==> config.mk <==
export PLATFORM = sky130hd
export DESIGN_NAME = twr_slave
export DESIGN_NICKNAME = d
export VERILOG_FILES = /design/src/rtl/twr_pkg.sv /design/src/rtl/twr_deglitch.sv /design/src/rtl/twr_regbank.sv /design/src/rtl/twr_engine.sv /design/src/rtl/twr_slave.sv
export SDC_FILE = /design/constraint.sdc
export NUM_CORES = 1
export LEC_CHECK = 0
export BUFFER_PORTS_ARGS = -buffer_cell sky130_fd_sc_hd__buf_4
export CAP_MARGIN = 15
export CORE_MARGIN = 2
export CORE_UTILIZATION = 30
export CTS_CLUSTER_SIZE = 8
export DETAILED_ROUTE_END_ITERATION = 8
export HOLD_SLACK_MARGIN = 0.03
export SLEW_MARGIN = 20
export SYNTH_ARGS = -nofsm -noshare
export SYNTH_HDL_FRONTEND = slang
export SYNTH_SLANG_ARGS = --single-unit
==> constraint.sdc <==
create_clock -name clk -period 8.8 [get_ports clk]
set_input_delay 1.76 -clock clk [delete_from_list [all_inputs] [get_ports clk]]
set_output_delay 1.76 -clock clk [all_outputs]
set_load 0.01 [all_outputs]
==> src/rtl/twr_pkg.sv <==
package twr_pkg;
  localparam int REG_W = 8;
  localparam logic [4:0] DEV_PREFIX = 5'b11101;

  typedef enum logic [3:0] {
    S_IDLE,
    S_DEV,
    S_DEV_ACK,
    S_REG,
    S_REG_ACK,
    S_WR,
    S_WR_ACK,
    S_TX,
    S_MACK
  } twr_state_t;
endpackage

==> src/rtl/twr_deglitch.sv <==
module twr_deglitch #(
  parameter int LANES = 2,
  parameter int DEPTH = 3
) (
  input  logic             clk,
  input  logic             rst_n,
  input  logic [LANES-1:0] raw,
  output logic [LANES-1:0] clean
);
  for (genvar g = 0; g < LANES; g++) begin : g_lane
    logic [1:0]       sync_q;
    logic [DEPTH-1:0] hist_q;
    logic             lvl_q;

    always_ff @(posedge clk or negedge rst_n) begin
      if (!rst_n) begin
        sync_q <= '1;
        hist_q <= '1;
        lvl_q  <= 1'b1;
      end else begin
        sync_q <= {sync_q[0], raw[g]};
        hist_q <= {hist_q[DEPTH-2:0], sync_q[1]};
        if (&hist_q)       lvl_q <= 1'b1;
        else if (~|hist_q) lvl_q <= 1'b0;
      end
    end

    assign clean[g] = lvl_q;
  end
endmodule

==> src/rtl/twr_regbank.sv <==
module twr_regbank import twr_pkg::*; #(
  parameter int NREG  = 80,
  parameter int PTR_W = 7
) (
  input  logic                  clk,
  input  logic                  rst_n,
  input  logic                  we,
  input  logic [PTR_W-1:0]      waddr,
  input  logic [REG_W-1:0]      wdata,
  input  logic [PTR_W-1:0]      raddr,
  output logic [REG_W-1:0]      rdata,
  output logic [NREG*REG_W-1:0] bank_flat
);
  logic [REG_W-1:0] mem_q [NREG];

  always_ff @(posedge clk or negedge rst_n) begin
    if (!rst_n) begin
      for (int i = 0; i < NREG; i++) mem_q[i] <= '0;
    end else if (we && (int'(waddr) < NREG)) begin
      mem_q[waddr] <= wdata;
    end
  end

  always_comb begin
    rdata = '0;
    for (int i = 0; i < NREG; i++)
      if (int'(raddr) == i) rdata = mem_q[i];
  end

  for (genvar g = 0; g < NREG; g++) begin : g_flat
    assign bank_flat[g*REG_W +: REG_W] = mem_q[g];
  end
endmodule

==> src/rtl/twr_engine.sv <==
module twr_engine import twr_pkg::*; #(
  parameter int NREG  = 80,
  parameter int PTR_W = 7
) (
  input  logic             clk,
  input  logic             rst_n,
  input  logic             scl_f,
  input  logic             sda_f,
  input  logic             strap,
  input  logic [REG_W-1:0] rdata,
  output logic             sda_oe,
  output logic             we,
  output logic [PTR_W-1:0] waddr,
  output logic [REG_W-1:0] wdata,
  output logic [PTR_W-1:0] ptr,
  output logic             reload,
  output twr_state_t       state,
  output logic             start_ev,
  output logic             stop_ev
);
  localparam logic [PTR_W-1:0] LAST = PTR_W'(NREG - 1);

  logic             scl_d, sda_d, rw_q, mack_q;
  logic [3:0]       cnt;
  logic [REG_W-1:0] shreg;
  logic             scl_rise, scl_fall, addr_hit, last_bit;

  assign scl_rise = scl_f & ~scl_d;
  assign scl_fall = ~scl_f & scl_d;
  assign start_ev = scl_f & scl_d & sda_d & ~sda_f;
  assign stop_ev  = scl_f & scl_d & ~sda_d & sda_f;
  assign addr_hit = (shreg[7:3] == DEV_PREFIX) && (shreg[2] == ~strap) && (shreg[1] == strap);
  assign last_bit = (cnt == 4'd8);

  always_ff @(posedge clk or negedge rst_n) begin
    if (!rst_n) begin
      scl_d  <= 1'b1;
      sda_d  <= 1'b1;
      state  <= S_IDLE;
      cnt    <= '0;
      shreg  <= '0;
      rw_q   <= 1'b0;
      mack_q <= 1'b1;
      sda_oe <= 1'b0;
      we     <= 1'b0;
      waddr  <= '0;
      wdata  <= '0;
      ptr    <= '0;
      reload <= 1'b0;
    end else begin
      scl_d <= scl_f;
      sda_d <= sda_f;
      we    <= 1'b0;
      if (stop_ev) begin
        state  <= S_IDLE;
        sda_oe <= 1'b0;
      end else if (start_ev) begin
        state  <= S_DEV;
        cnt    <= '0;
        sda_oe <= 1'b0;
      end else begin
        case (state)
          S_DEV, S_REG, S_WR: begin
            if (scl_rise) begin
              shreg <= {shreg[REG_W-2:0], sda_f};
              cnt   <= cnt + 4'd1;
            end else if (scl_fall && last_bit) begin
              if (state == S_DEV) begin
                if (addr_hit) begin
                  rw_q   <= shreg[0];
                  sda_oe <= 1'b1;
                  state  <= S_DEV_ACK;
                end else begin
                  state <= S_IDLE;
                end
              end else if (state == S_REG) begin
                ptr    <= shreg[PTR_W-1:0];
                reload <= 1'b0;
                sda_oe <= 1'b1;
                state  <= S_REG_ACK;
              end else begin
                if (reload) begin
                  ptr    <= shreg[PTR_W-1:0];
                  reload <= 1'b0;
                end else begin
                  we    <= 1'b1;
                  waddr <= ptr;
                  wdata <= shreg;
                  if (ptr == LAST) reload <= 1'b1;
                  else             ptr    <= ptr + 1'b1;
                end
                sda_oe <= 1'b1;
                state  <= S_WR_ACK;
              end
            end
          end
          S_DEV_ACK: begin
            if (scl_fall) begin
              cnt <= '0;
              if (rw_q) begin
                shreg  <= rdata;
                sda_oe <= ~rdata[REG_W-1];
                state  <= S_TX;
              end else begin
                sda_oe <= 1'b0;
                state  <= S_REG;
              end
            end
          end
          S_REG_ACK, S_WR_ACK: begin
            if (scl_fall) begin
              sda_oe <= 1'b0;
              cnt    <= '0;
              state  <= S_WR;
            end
          end
          S_TX: begin
            if (scl_rise) begin
              cnt <= cnt + 4'd1;
            end else if (scl_fall) begin
              if (last_bit) begin
                sda_oe <= 1'b0;
                state  <= S_MACK;
                ptr    <= (ptr == LAST) ? '0 : ptr + 1'b1;
              end else begin
                shreg  <= {shreg[REG_W-2:0], 1'b0};
                sda_oe <= ~shreg[REG_W-2];
              end
            end
          end
          S_MACK: begin
            if (scl_rise) begin
              mack_q <= sda_f;
            end else if (scl_fall) begin
              if (!mack_q) begin
                shreg  <= rdata;
                sda_oe <= ~rdata[REG_W-1];
                cnt    <= '0;
                state  <= S_TX;
              end else begin
                state <= S_IDLE;
              end
            end
          end
          default: ;
        endcase
      end
    end
  end
endmodule

==> src/rtl/twr_slave.sv <==
module twr_slave import twr_pkg::*; #(
  parameter int NREG  = 80,
  parameter int FILT  = 3
) (
  input  logic                  clk,
  input  logic                  rst_n,
  input  logic                  addr_strap,
  input  logic                  wire_clk_i,
  input  logic                  wire_dat_i,
  output logic                  wire_dat_oe,
  output logic [NREG*REG_W-1:0] bank_flat
);
  localparam int PTR_W = 7;

  logic [1:0]       clean;
  logic             scl_f, sda_f;
  logic             we, reload, start_ev, stop_ev;
  logic [PTR_W-1:0] waddr, ptr;
  logic [REG_W-1:0] wdata, rdata;
  twr_state_t       state;

  twr_deglitch #(.LANES(2), .DEPTH(FILT)) u_filt (
    .clk(clk), .rst_n(rst_n), .raw({wire_dat_i, wire_clk_i}), .clean(clean)
  );

  assign scl_f = clean[0];
  assign sda_f = clean[1];

  twr_engine #(.NREG(NREG), .PTR_W(PTR_W)) u_eng (
    .clk(clk), .rst_n(rst_n), .scl_f(scl_f), .sda_f(sda_f), .strap(addr_strap),
    .rdata(rdata), .sda_oe(wire_dat_oe), .we(we), .waddr(waddr), .wdata(wdata),
    .ptr(ptr), .reload(reload), .state(state), .start_ev(start_ev), .stop_ev(stop_ev)
  );

  twr_regbank #(.NREG(NREG), .PTR_W(PTR_W)) u_bank (
    .clk(clk), .rst_n(rst_n), .we(we), .waddr(waddr), .wdata(wdata),
    .raddr(ptr), .rdata(rdata), .bank_flat(bank_flat)
  );
endmodule

# After elaboration in Yosys (flattened, before gate mapping)
# Cells that the tools add are included.
word_totals:
  output_inout_bits: 641
  reg_bits: 697
  wordCells: 435
classes:
  n_reduce_logical: 27
  order_cmp: 3
  bitwise_logic: 21
  eq_ne: 124
  addsub: 2
  mux: 159
op_table:
  columns: ["operator", "count"]
  rows:
  - ["2-to-1 mux 8 bit", 90]
  - ["bitwise mux 640 bit", 1]
  - ["== test 7 bit (second input constant)", 49]
  - ["== test 7 x 6 -> 1 bit (second input constant)", 16]
  - ["2-to-1 mux 4 bit", 18]
  - ["2-to-1 mux 7 bit", 10]
  - ["demux 8 bit (select 7 bit)", 1]
  - ["== test 7 x 5 -> 1 bit (second input constant)", 8]
  - ["one-hot mux 8 bit (4 select lines)", 1]
  - ["2-to-1 mux 1 bit", 30]
  - ["== test 7 x 4 -> 1 bit (second input constant)", 4]
  - ["!= test 4 x 3 -> 1 bit (second input constant)", 6]
  - ["one-hot mux 4 bit (5 select lines)", 1]
  - ["AND reduction 10 bit", 2]
  - ["!= test 2 x 1 -> 1 bit (second input constant)", 9]
  - ["== test 4 x 3 -> 1 bit (second input constant)", 4]
  - ["!= test 4 bit (second input constant)", 4]
  - ["== test 7 x 3 -> 1 bit (second input constant)", 2]
  - ["one-hot mux 7 bit (2 select lines)", 1]
  - ["AND reduction 7 bit", 2]
  - ["inverter 1 bit", 13]
  - ["!= test 2 bit (second input constant)", 6]
  - ["one-hot mux 4 bit (3 select lines)", 1]
  - ["AND reduction 12 bit", 1]
  - ["34 further kinds", 56]

# Logic depth before layout (Yosys ltp)
# Gate-level depths: netlist (run 1).
logic_depth:
  ltp_word: 88
  ltp_mapped: 14
  ltp_nobuf: 11

# Hierarchy
# From an unflattened synthesis (run 1), not the netlist that was laid out.
hier_totals:
  cells_unflattened: 3060
  area_unflattened_um2: 35038.6
modules_own_cells:
  columns: ["module", "area_per_inst_um2", "n_inst", "cells_each"]
  rows:
  - ["twr_regbank", 32019.5, 1, 2789]
  - ["twr_engine", 2651.3, 1, 249]
  - ["twr_deglitch", 367.9, 1, 22]

# Least setup slack after synthesis (run 1)
# Ideal clock, no wire load.
synth_timing:
  path_kind: "input -> register"
  from: "in addr_strap"
  to: "reg u_eng.sda_oe"
  stages: 6
  setup_slack_ps: 5907
  arrival_ps: 2775
  setup_ps: 118
  path_buffers: 0
  required_time_ps: 8682
  path_cell_list: "or3_1 > a21oi_1 > o22ai_1 > a21oi_1 > o21ai_0 > a21o_1"
synth_between:
  elab_chain_len: 6
  elab_cells_between_ends: 7
synth_lines:
  columns: ["item", "line_no", "source"]
  rows:
  - ["start: declaration", "twr_slave.sv:7", "input logic addr_strap,"]
  - ["inverter 1 bit", "twr_engine.sv:32", "assign addr_hit = (shreg[7:3] == DEV_PREFIX) && (shreg[2] == ~strap) && (shreg[1] == strap);"]
  - ["== test 1 bit", "twr_engine.sv:32", null]
  - ["logical AND 1 bit", "twr_engine.sv:32", null]
  - ["logical AND 1 bit (*)", "twr_engine.sv:32", null]
  - ["!= test 5 x 4 -> 1 bit (no source line) (*)", null, null]
  - ["AND reduction 11 bit (no source line) (*)", null, null]
  - ["end signal: assignment", "twr_engine.sv:102", "sda_oe <= ~rdata[REG_W-1];"]
  - ["end signal: assignment", "twr_engine.sv:127", "sda_oe <= ~shreg[REG_W-2];"]
  - ["end signal: assignment", "twr_engine.sv:137", "sda_oe <= ~rdata[REG_W-1];"]
  - ["end: declaration", "twr_engine.sv:11", "output logic sda_oe,"]
# Every way passes the cells marked *; elsewhere a longest branch is shown, timed or not.
# A chain may end at the register's enable or synchronous reset.

# Final worst setup path (run 1)
layout_timing:
  from: "reg u_eng.ptr[0]"
  to: "reg u_eng.shreg[5]"
layout_between:
  elab_chain_len: 85
  elab_cells_between_ends: 166
layout_lines:
  columns: ["item", "line_no", "source"]
  rows:
  - ["start: declaration", "twr_engine.sv:15", "output logic [PTR_W-1:0] ptr,"]
  - ["start signal: assignment", "twr_engine.sv:77", "ptr <= shreg[PTR_W-1:0];"]
  - ["start signal: assignment", "twr_engine.sv:83", "ptr <= shreg[PTR_W-1:0];"]
  - ["start signal: assignment", "twr_engine.sv:90", "else ptr <= ptr + 1'b1;"]
  - ["logical NOT 7 bit", "twr_regbank.sv:27", "if (int'(raddr) == i) rdata = mem_q[i];"]
  - ["2-to-1 mux 8 bit (79 in series)", "twr_regbank.sv:27", null]
  - ["2-to-1 mux 8 bit (*)", "twr_regbank.sv:27", null]
  - ["2-to-1 mux 8 bit", "twr_engine.sv:135", "if (!mack_q) begin"]
  - ["2-to-1 mux 8 bit", "twr_engine.sv:134", "end else if (scl_fall) begin"]
  - ["2-to-1 mux 8 bit", "twr_engine.sv:132", "if (scl_rise) begin"]
  - ["one-hot mux 8 bit (4 select lines) (*)", "twr_engine.sv:62", "case (state)"]
  - ["end signal: assignment", "twr_engine.sv:65", "shreg <= {shreg[REG_W-2:0], sda_f};"]
  - ["end signal: assignment", "twr_engine.sv:126", "shreg <= {shreg[REG_W-2:0], 1'b0};"]
  - ["end signal: assignment", "twr_engine.sv:136", "shreg <= rdata;"]
  - ["end: declaration", "twr_engine.sv:25", "logic [REG_W-1:0] shreg;"]
# Every way passes the cells marked *; elsewhere a longest branch is shown, timed or not. The select of a mux whose other input is x is not followed.

==> impl_metrics.csv, run 1 <==
group,metric,value,unit
outcome,status,"finished, final reports clean",
floorplanning,die_area,120000,sq um
finish,fillers,11545,
critical_path,worstPathCellList,"inv_1, ha_1, nand4bb_1, nor2_1, a221o_1, nor2_1, nor4b_1, o21ai_0, a21boi_0, o21bai_1, a31oi_1",
grt,grt_max_degree,160,
worst_hold_path,min_path_cells,0,
finish,layout-drive-gt1-share,0.411,
synth,yosysTopAreaCell,"dfrtp_1",
critical_path,cp-start-kind,"flip-flop",
detailed_routing,dr_total_vias,31871,
pwr,power_frac_comb,0.050,
grt,antenna_found_initial,1,
sta,grt_setup_unrepaired,"false",
pwr,p_sw,1.83,mW
clock_tree,clock_path_buffers,3,
run,max_cap_violations,0,
sta,final-hold-violation-count,0,
pwr,total_leakage_power,22.0,nW
synth,yosysUniqueCellTypes,92,
finish,final_nets,3783,
placed_design,hpwl,137000,um
worst_hold_path,min_from,"u_filt.g_lane[0].sync_q[1]$_DFF_PN1_",
pwr,vdd_drop_max,0.165,mV
pwr,power_density,165,nW/um^2
synth,synthCells,3169,
floorplanning,start_util,0.303,
placed_design,globalplace.congestion,0.984,
synth,synthTopCellsByCount,"dfrtp_1, mux2_2, nand2_1",
sta,slew_viol_final,0,
detailed_routing,finalWirelength,180000,um
sta,skew,37.4,ps
synth,yosys_warnings,0,
clock_tree,cts.sinks,697,
floorplanning,die_h,346,um
detailed_routing,routedWlPerCell,33.7,um
pwr,swShare,0.249,
synth,synth_flop_cell,"dfrtp_1",
sta,fmax,191,MHz
detailed_routing,viasPerCell,5.98,
finish,design_area,44400,sq um
synth,syn_area,35200,sq um
sta,slew_headroom,0.271,
synth,yosysSeqAreaShare,0.496,
synth,yosys.area.top_type_share,0.485,
critical_path,reg2reg_from,"u_eng.ptr[0]$_DFFE_PN0P_",
synth,synth.most_common_cell,"dfrtp_1",
critical_path,r2r_cells,11,
clock_tree,cts_root_buf,"clkbuf_16",
synth,syn_nets,3180,
synth,synth_edf_count,0,
detailed_routing,drtAntennaViolNets,0,
grt,grt_overflow_total,0,
placed_design,io_buffers,645,
clock_tree,insertion_delay,700,ps
sta,worst_pin_slew,1090,ps
synth,syn_area_per_cell,11.1,sq um
clock_tree,numCtsBuffers,99,
grt,globalRouteTotalUtil,0.289,
sta,setup_violations,0,
worst_hold_path,holdCritPathClass,"flip-flop to flip-flop",
pwr,p_clk_frac,0.496,
detailed_routing,drcViolationCount,0,
critical_path,regToRegSetupSlack,3560,ps
critical_path,cp-end-kind,"flip-flop",
critical_path,crit_top_cell,"nor2_1",
sta,tns,0,ps
worst_hold_path,hold_end,"u_filt.g_lane[0].hist_q[0]$_DFF_PN1_",
clock_tree,post_cts_buffers,0,
finish,diodes,0,
synth,synth_seq_cells,697,
floorplanning,io_pins,646,
critical_path,rr_endpoint,"u_eng.shreg[5]$_DFFE_PN0P_",
critical_path,worstPathMaxFanout,13,
clock_tree,tritoncts,"done",
detailed_routing,drt_iter0_drc,3720,
critical_path,criticalPathCategory,"flip-flop to flip-flop",
pwr,p_seq_frac,0.454,
clock_tree,htreeDepth,3,
floorplanning,core_area,116000,sq um
critical_path,cpPeakStageDelay,850,ps
floorplanning,dieWidth,346,um
critical_path,critical_path.slowest_cell,"a21boi_0",
detailed_routing,dr.pass1.iters,6,
finish,fin_cells,5331,
placed_design,place_inst,5195,
clock_tree,path_clk_slew,60,ps
synth,synth-async-reset-ratio,1.00,
pwr,p_int,5.51,mW
clock_tree,ctsResizeCount,0,
sta,finalCritPeriodShare,0.595,
finish,area_growth,26.3,%
grt,first_global_vias,30909,
critical_path,required,9400,ps
floorplanning,rows,125,
synth,synth.top_cells.by_area,"dfrtp_1, mux2_2, nand2_1",
critical_path,arrival,5840,ps
clock_tree,hold_buffers,0,
placed_design,postPlaceCellArea,41600,sq um
grt,grt_pass1_wl,249000,um
sta,finalCriticalPeriod,5240,ps
[power by group through the flow]
| stage | sequential [mW] | combinational [mW] | clock [mW] |
|---|---|---|---|
| floorplan | 3.32 | 0.228 | 0 |
| global placement | 3.38 | 0.362 | 0 |
| detailed placement | 3.38 | 0.361 | 0 |
| CTS | 3.32 | 0.362 | 3.67 |
| global route | 3.33 | 0.401 | 3.81 |
| finish | 3.33 | 0.365 | 3.64 |
[worst max-delay path: cells and delay by family (launching register included)]
kind	cells	cell delay (ps)
AOI/OAI and AO/OA	5	1830
adders and majority gates	1	640
buffers and inverters	1	140
DFF	1	440
and+or+nand+nor	4	2090
[layout make-up]
cell class,count,area (sq um),area share
Sequential cell,697,17500,0.393
Multi-Input combinational cell,2255,16800,0.379
Timing Repair Buffer,703,5330,0.120
Clock buffer,127,2620,0.0591
Inverter,16,60.1,0.00135
Tap cell,1524,1910,0.0429
Clock inverter,9,198,0.00445
[per-stage QoR]
| step | total power [mW] | utilization | setup slack (ps) | hold slack [ps] |
|---|---|---|---|---|
| 2_1_floorplan | 3.55 | - | 5910 | 345 |
| 3_3_place_gp | 3.74 | 0.358 | 2760 | 347 |
| 3_5_place_dp | 3.74 | 0.358 | 3840 | 350 |
| 4_1_cts | 7.36 | 0.382 | 3790 | 357 |
| 5_1_grt | 7.54 | 0.382 | 3490 | 358 |
| 6_report | 7.34 | 0.382 | 3560 | 357 |
[layer usage]
metal  up-vias  global-route usage  wire length [um]
met5         -                   0                13
met4         2               0.124              8350
met3       364              0.0737             16300
met2      1888               0.472             84600
met1     16475               0.362             70500
li1      13142                   -                 -
[how the worst max path moves through the flow]
stage / to / slack [ps] / from
after floorplan: u_eng.sda_oe$_DFFE_PN0P_ / 5910 / addr_strap
after global placement: u_eng.shreg[1]$_DFFE_PN0P_ / 2760 / u_eng.ptr[0]$_DFFE_PN0P_
after detailed placement: u_eng.shreg[5]$_DFFE_PN0P_ / 3840 / u_eng.ptr[0]$_DFFE_PN0P_
after CTS: u_eng.shreg[5]$_DFFE_PN0P_ / 3790 / u_eng.ptr[0]$_DFFE_PN0P_
after global routing: u_eng.shreg[5]$_DFFE_PN0P_ / 3490 / u_eng.ptr[0]$_DFFE_PN0P_
final: u_eng.shreg[5]$_DFFE_PN0P_ / 3560 / u_eng.ptr[0]$_DFFE_PN0P_
[cells by family after synthesis]
family / synth area share
flip-flops: 0.496
AO/OA/AOI/OAI: 0.129
AND/OR/NAND/NOR: 0.134
XOR/XNOR: 0.000498
multiplexers: 0.210
adder cells (fa/ha/maj): 0.00213
buffers and inverters: 0.0270
[flip-flops by register name (all words and copies together) (netlist names)]
name                  count
u_bank.bank_flat        640
u_eng.shreg               8
u_eng.wdata               8
u_eng.ptr                 7
u_eng.waddr               7
u_filt.g_lane.hist_q      6
u_eng.cnt                 4
u_eng.state               4
u_filt.g_lane.sync_q      4
u_filt.g_lane.lvl_q       2
u_eng.mack_q              1
u_eng.reload              1
u_eng.rw_q                1
u_eng.scl_d               1
u_eng.sda_d               1
u_eng.sda_oe              1
u_eng.we                  1
[cells in the final DEF, fill, tap and decap left out, types with 69 or more instances in the layout]
| master | instances |
|---|---|
| clkbuf_16 | 100 |
| a21oi_1 | 135 |
| buf_4 | 697 |
| o21ai_0 | 124 |
| nand2_1 | 291 |
| mux2_2 | 655 |
| dfrtp_1 | 672 |
| nor2_1 | 214 |
| nand3_1 | 103 |
| nor3_1 | 69 |
Note: power is estimated with default switching activity, not from simulation.
==> run 2: changes to the inputs <==
clock period = 5.3 ns   (was 8.8 ns; I/O delays follow)
==> impl_metrics.csv, run 2 (synthesis gave the netlist of run 1 again) <==
group,metric,value,unit
clock_tree,insertion_delay,690,ps
sta,grt_setup_unrepaired,"false",
sta,slew_viol_final,0,
grt,antenna_found_initial,5,
floorplanning,rows,125,
floorplanning,dieWidth,346,um
finish,largest_register_ffs,640,
critical_path,cpPeakStageDelay,940,ps
critical_path,cp-start-kind,"flip-flop",
finish,final_nets,3818,
clock_tree,post_cts_buffers,0,
placed_design,io_buffers,645,
clock_tree,tritoncts,"done",
detailed_routing,dr.pass1.iters,9,
clock_tree,cts_root_buf,"clkbuf_16",
worst_hold_path,holdCritPathClass,"flip-flop to flip-flop",
pwr,power_density,269,nW/um^2
critical_path,required,5850,ps
detailed_routing,finalWirelength,180000,um
grt,grt_pass1_wl,250000,um
clock_tree,ctsResizeCount,0,
grt,globalRouteTotalUtil,0.290,
grt,grt_max_degree,110,
sta,tns,0,ps
detailed_routing,drtAntennaViolNets,0,
critical_path,worstPathCellList,"inv_1, ha_1, nand4bb_1, nor2_1, a21oi_1, a2111oi_0, nand3_1, nor2_1, o2111ai_1, nand2_1, a221oi_2",
outcome,status,"finished, final reports clean",
finish,final_cell_mix,"buf_4, dfrtp_1, mux2_2, nand2_1, nor2_1",
detailed_routing,dr_total_vias,31952,
critical_path,cp-end-kind,"flip-flop",
pwr,total_leakage_power,22.1,nW
placed_design,hpwl,137000,um
clock_tree,path_clk_slew,60,ps
critical_path,criticalPathCategory,"flip-flop to flip-flop",
floorplanning,start_util,0.303,
critical_path,arrival,5630,ps
clock_tree,numCtsBuffers,99,
grt,grt_overflow_total,0,
sta,final-hold-violation-count,0,
run,max_cap_violations,0,
floorplanning,die_area,120000,sq um
critical_path,critical_path.slowest_cell,"ha_1",
detailed_routing,viasPerCell,5.96,
grt,first_global_vias,31269,
pwr,vdd_drop_max,0.200,mV
sta,slew_headroom,0.215,
sta,finalCriticalPeriod,5090,ps
finish,final_common_cell,"buf_4",
sta,setup_violations,0,
detailed_routing,drt_iter0_drc,3518,
finish,layout-drive-gt1-share,0.414,
clock_tree,clock_path_buffers,3,
detailed_routing,drcViolationCount,0,
sta,finalCritPeriodShare,0.960,
placed_design,globalplace.congestion,0.979,
finish,utilization,0.384,
sta,skew,45.7,ps
floorplanning,die_h,346,um
detailed_routing,routedWlPerCell,33.5,um
clock_tree,hold_buffers,0,
clock_tree,cts.sinks,697,
critical_path,worstPathMaxFanout,26,
floorplanning,core_area,116000,sq um
sta,worst_pin_slew,1170,ps
sta,fmax,196,MHz
clock_tree,htreeDepth,3,
finish,diodes,0,
critical_path,crit_top_cell,"nor2_1",
finish,area_growth,26.8,%
floorplanning,io_pins,646,
[run 2: changes by cell type in the layout (fill, tap and decap cells not counted), moves of 2 or more]
cell       previous run  this run
buf_4               697       732
clkbuf_1             25        28
inv_16                3         0
a2111oi_0            12        14
[run 2: layout make-up]
class | count | area [sq um]
Clock buffer | 129 | 2620
Multi-Input combinational cell | 2255 | 16800
Timing Repair Buffer | 738 | 5610
Fill cell | 11581 | 71600
Inverter | 16 | 60.1
Sequential cell | 697 | 17500
Tap cell | 1524 | 1910
Clock inverter | 5 | 92.6
[run 2: layer usage]
metal | vias to the layer above | wire length, um | track usage
li1 | 13217 | - | -
met1 | 16394 | 69900 | 0.364
met2 | 1944 | 83500 | 0.465
met3 | 393 | 17800 | 0.0820
met4 | 4 | 8470 | 0.124
met5 | - | 27 | 0
[run 2: power by group]
| group | internal, mW | total [mW] | switching, mW |
|---|---|---|---|
| combinational | 0.198 | 0.628 | 0.429 |
| sequential | 5.39 | 5.54 | 0.153 |
| clock | 3.47 | 5.82 | 2.35 |
[run 2: per-stage QoR]
stage | setup slack, ps | total power [mW] | instance area (sq um) | hold WS, ps | std cells
3_5_place_dp | 387 | 6.24 | 41900 | 351 | 5230
5_1_grt | 57.5 | 12.4 | 44600 | 359 | 5364
6_report | 211 | 12.0 | 44600 | 360 | 5364
4_1_cts | 359 | 12.0 | 44600 | 358 | 5364
3_3_place_gp | 287 | 6.24 | 41900 | 347 | 5230
2_1_floorplan | 2450 | 5.89 | 35200 | 345 | 3169
[run 2: critical path, delay by kind of cell (launching register included)]
kind,cells,cell delay (ps)
AO/OA/AOI/OAI,4,1330
adder cells (fa/ha/maj),1,940
buffers and inverters,1,140
flip-flops,1,430
AND/OR/NAND/NOR,5,2100
[run 2: path summary, 6_finish.rpt]
path	from	end	slack, ps	cells past startpoint
worst max-delay path	u_eng.ptr[1]$_DFFE_PN0P_	u_eng.shreg[2]$_DFFE_PN0P_	210	11
worst min-delay path	u_filt.g_lane[0].sync_q[1]$_DFF_PN1_	u_filt.g_lane[0].hist_q[0]$_DFF_PN1_	360	0
worst max register to register	u_eng.ptr[1]$_DFFE_PN0P_	u_eng.shreg[2]$_DFFE_PN0P_	210	11
worst min register to register	u_filt.g_lane[0].sync_q[1]$_DFF_PN1_	u_filt.g_lane[0].hist_q[0]$_DFF_PN1_	360	0
max in group asynchronous	rst_n	u_bank.bank_flat[333]$_DFFE_PN0P_	3490	3
min in group asynchronous	rst_n	u_bank.bank_flat[481]$_DFFE_PN0P_	480	1
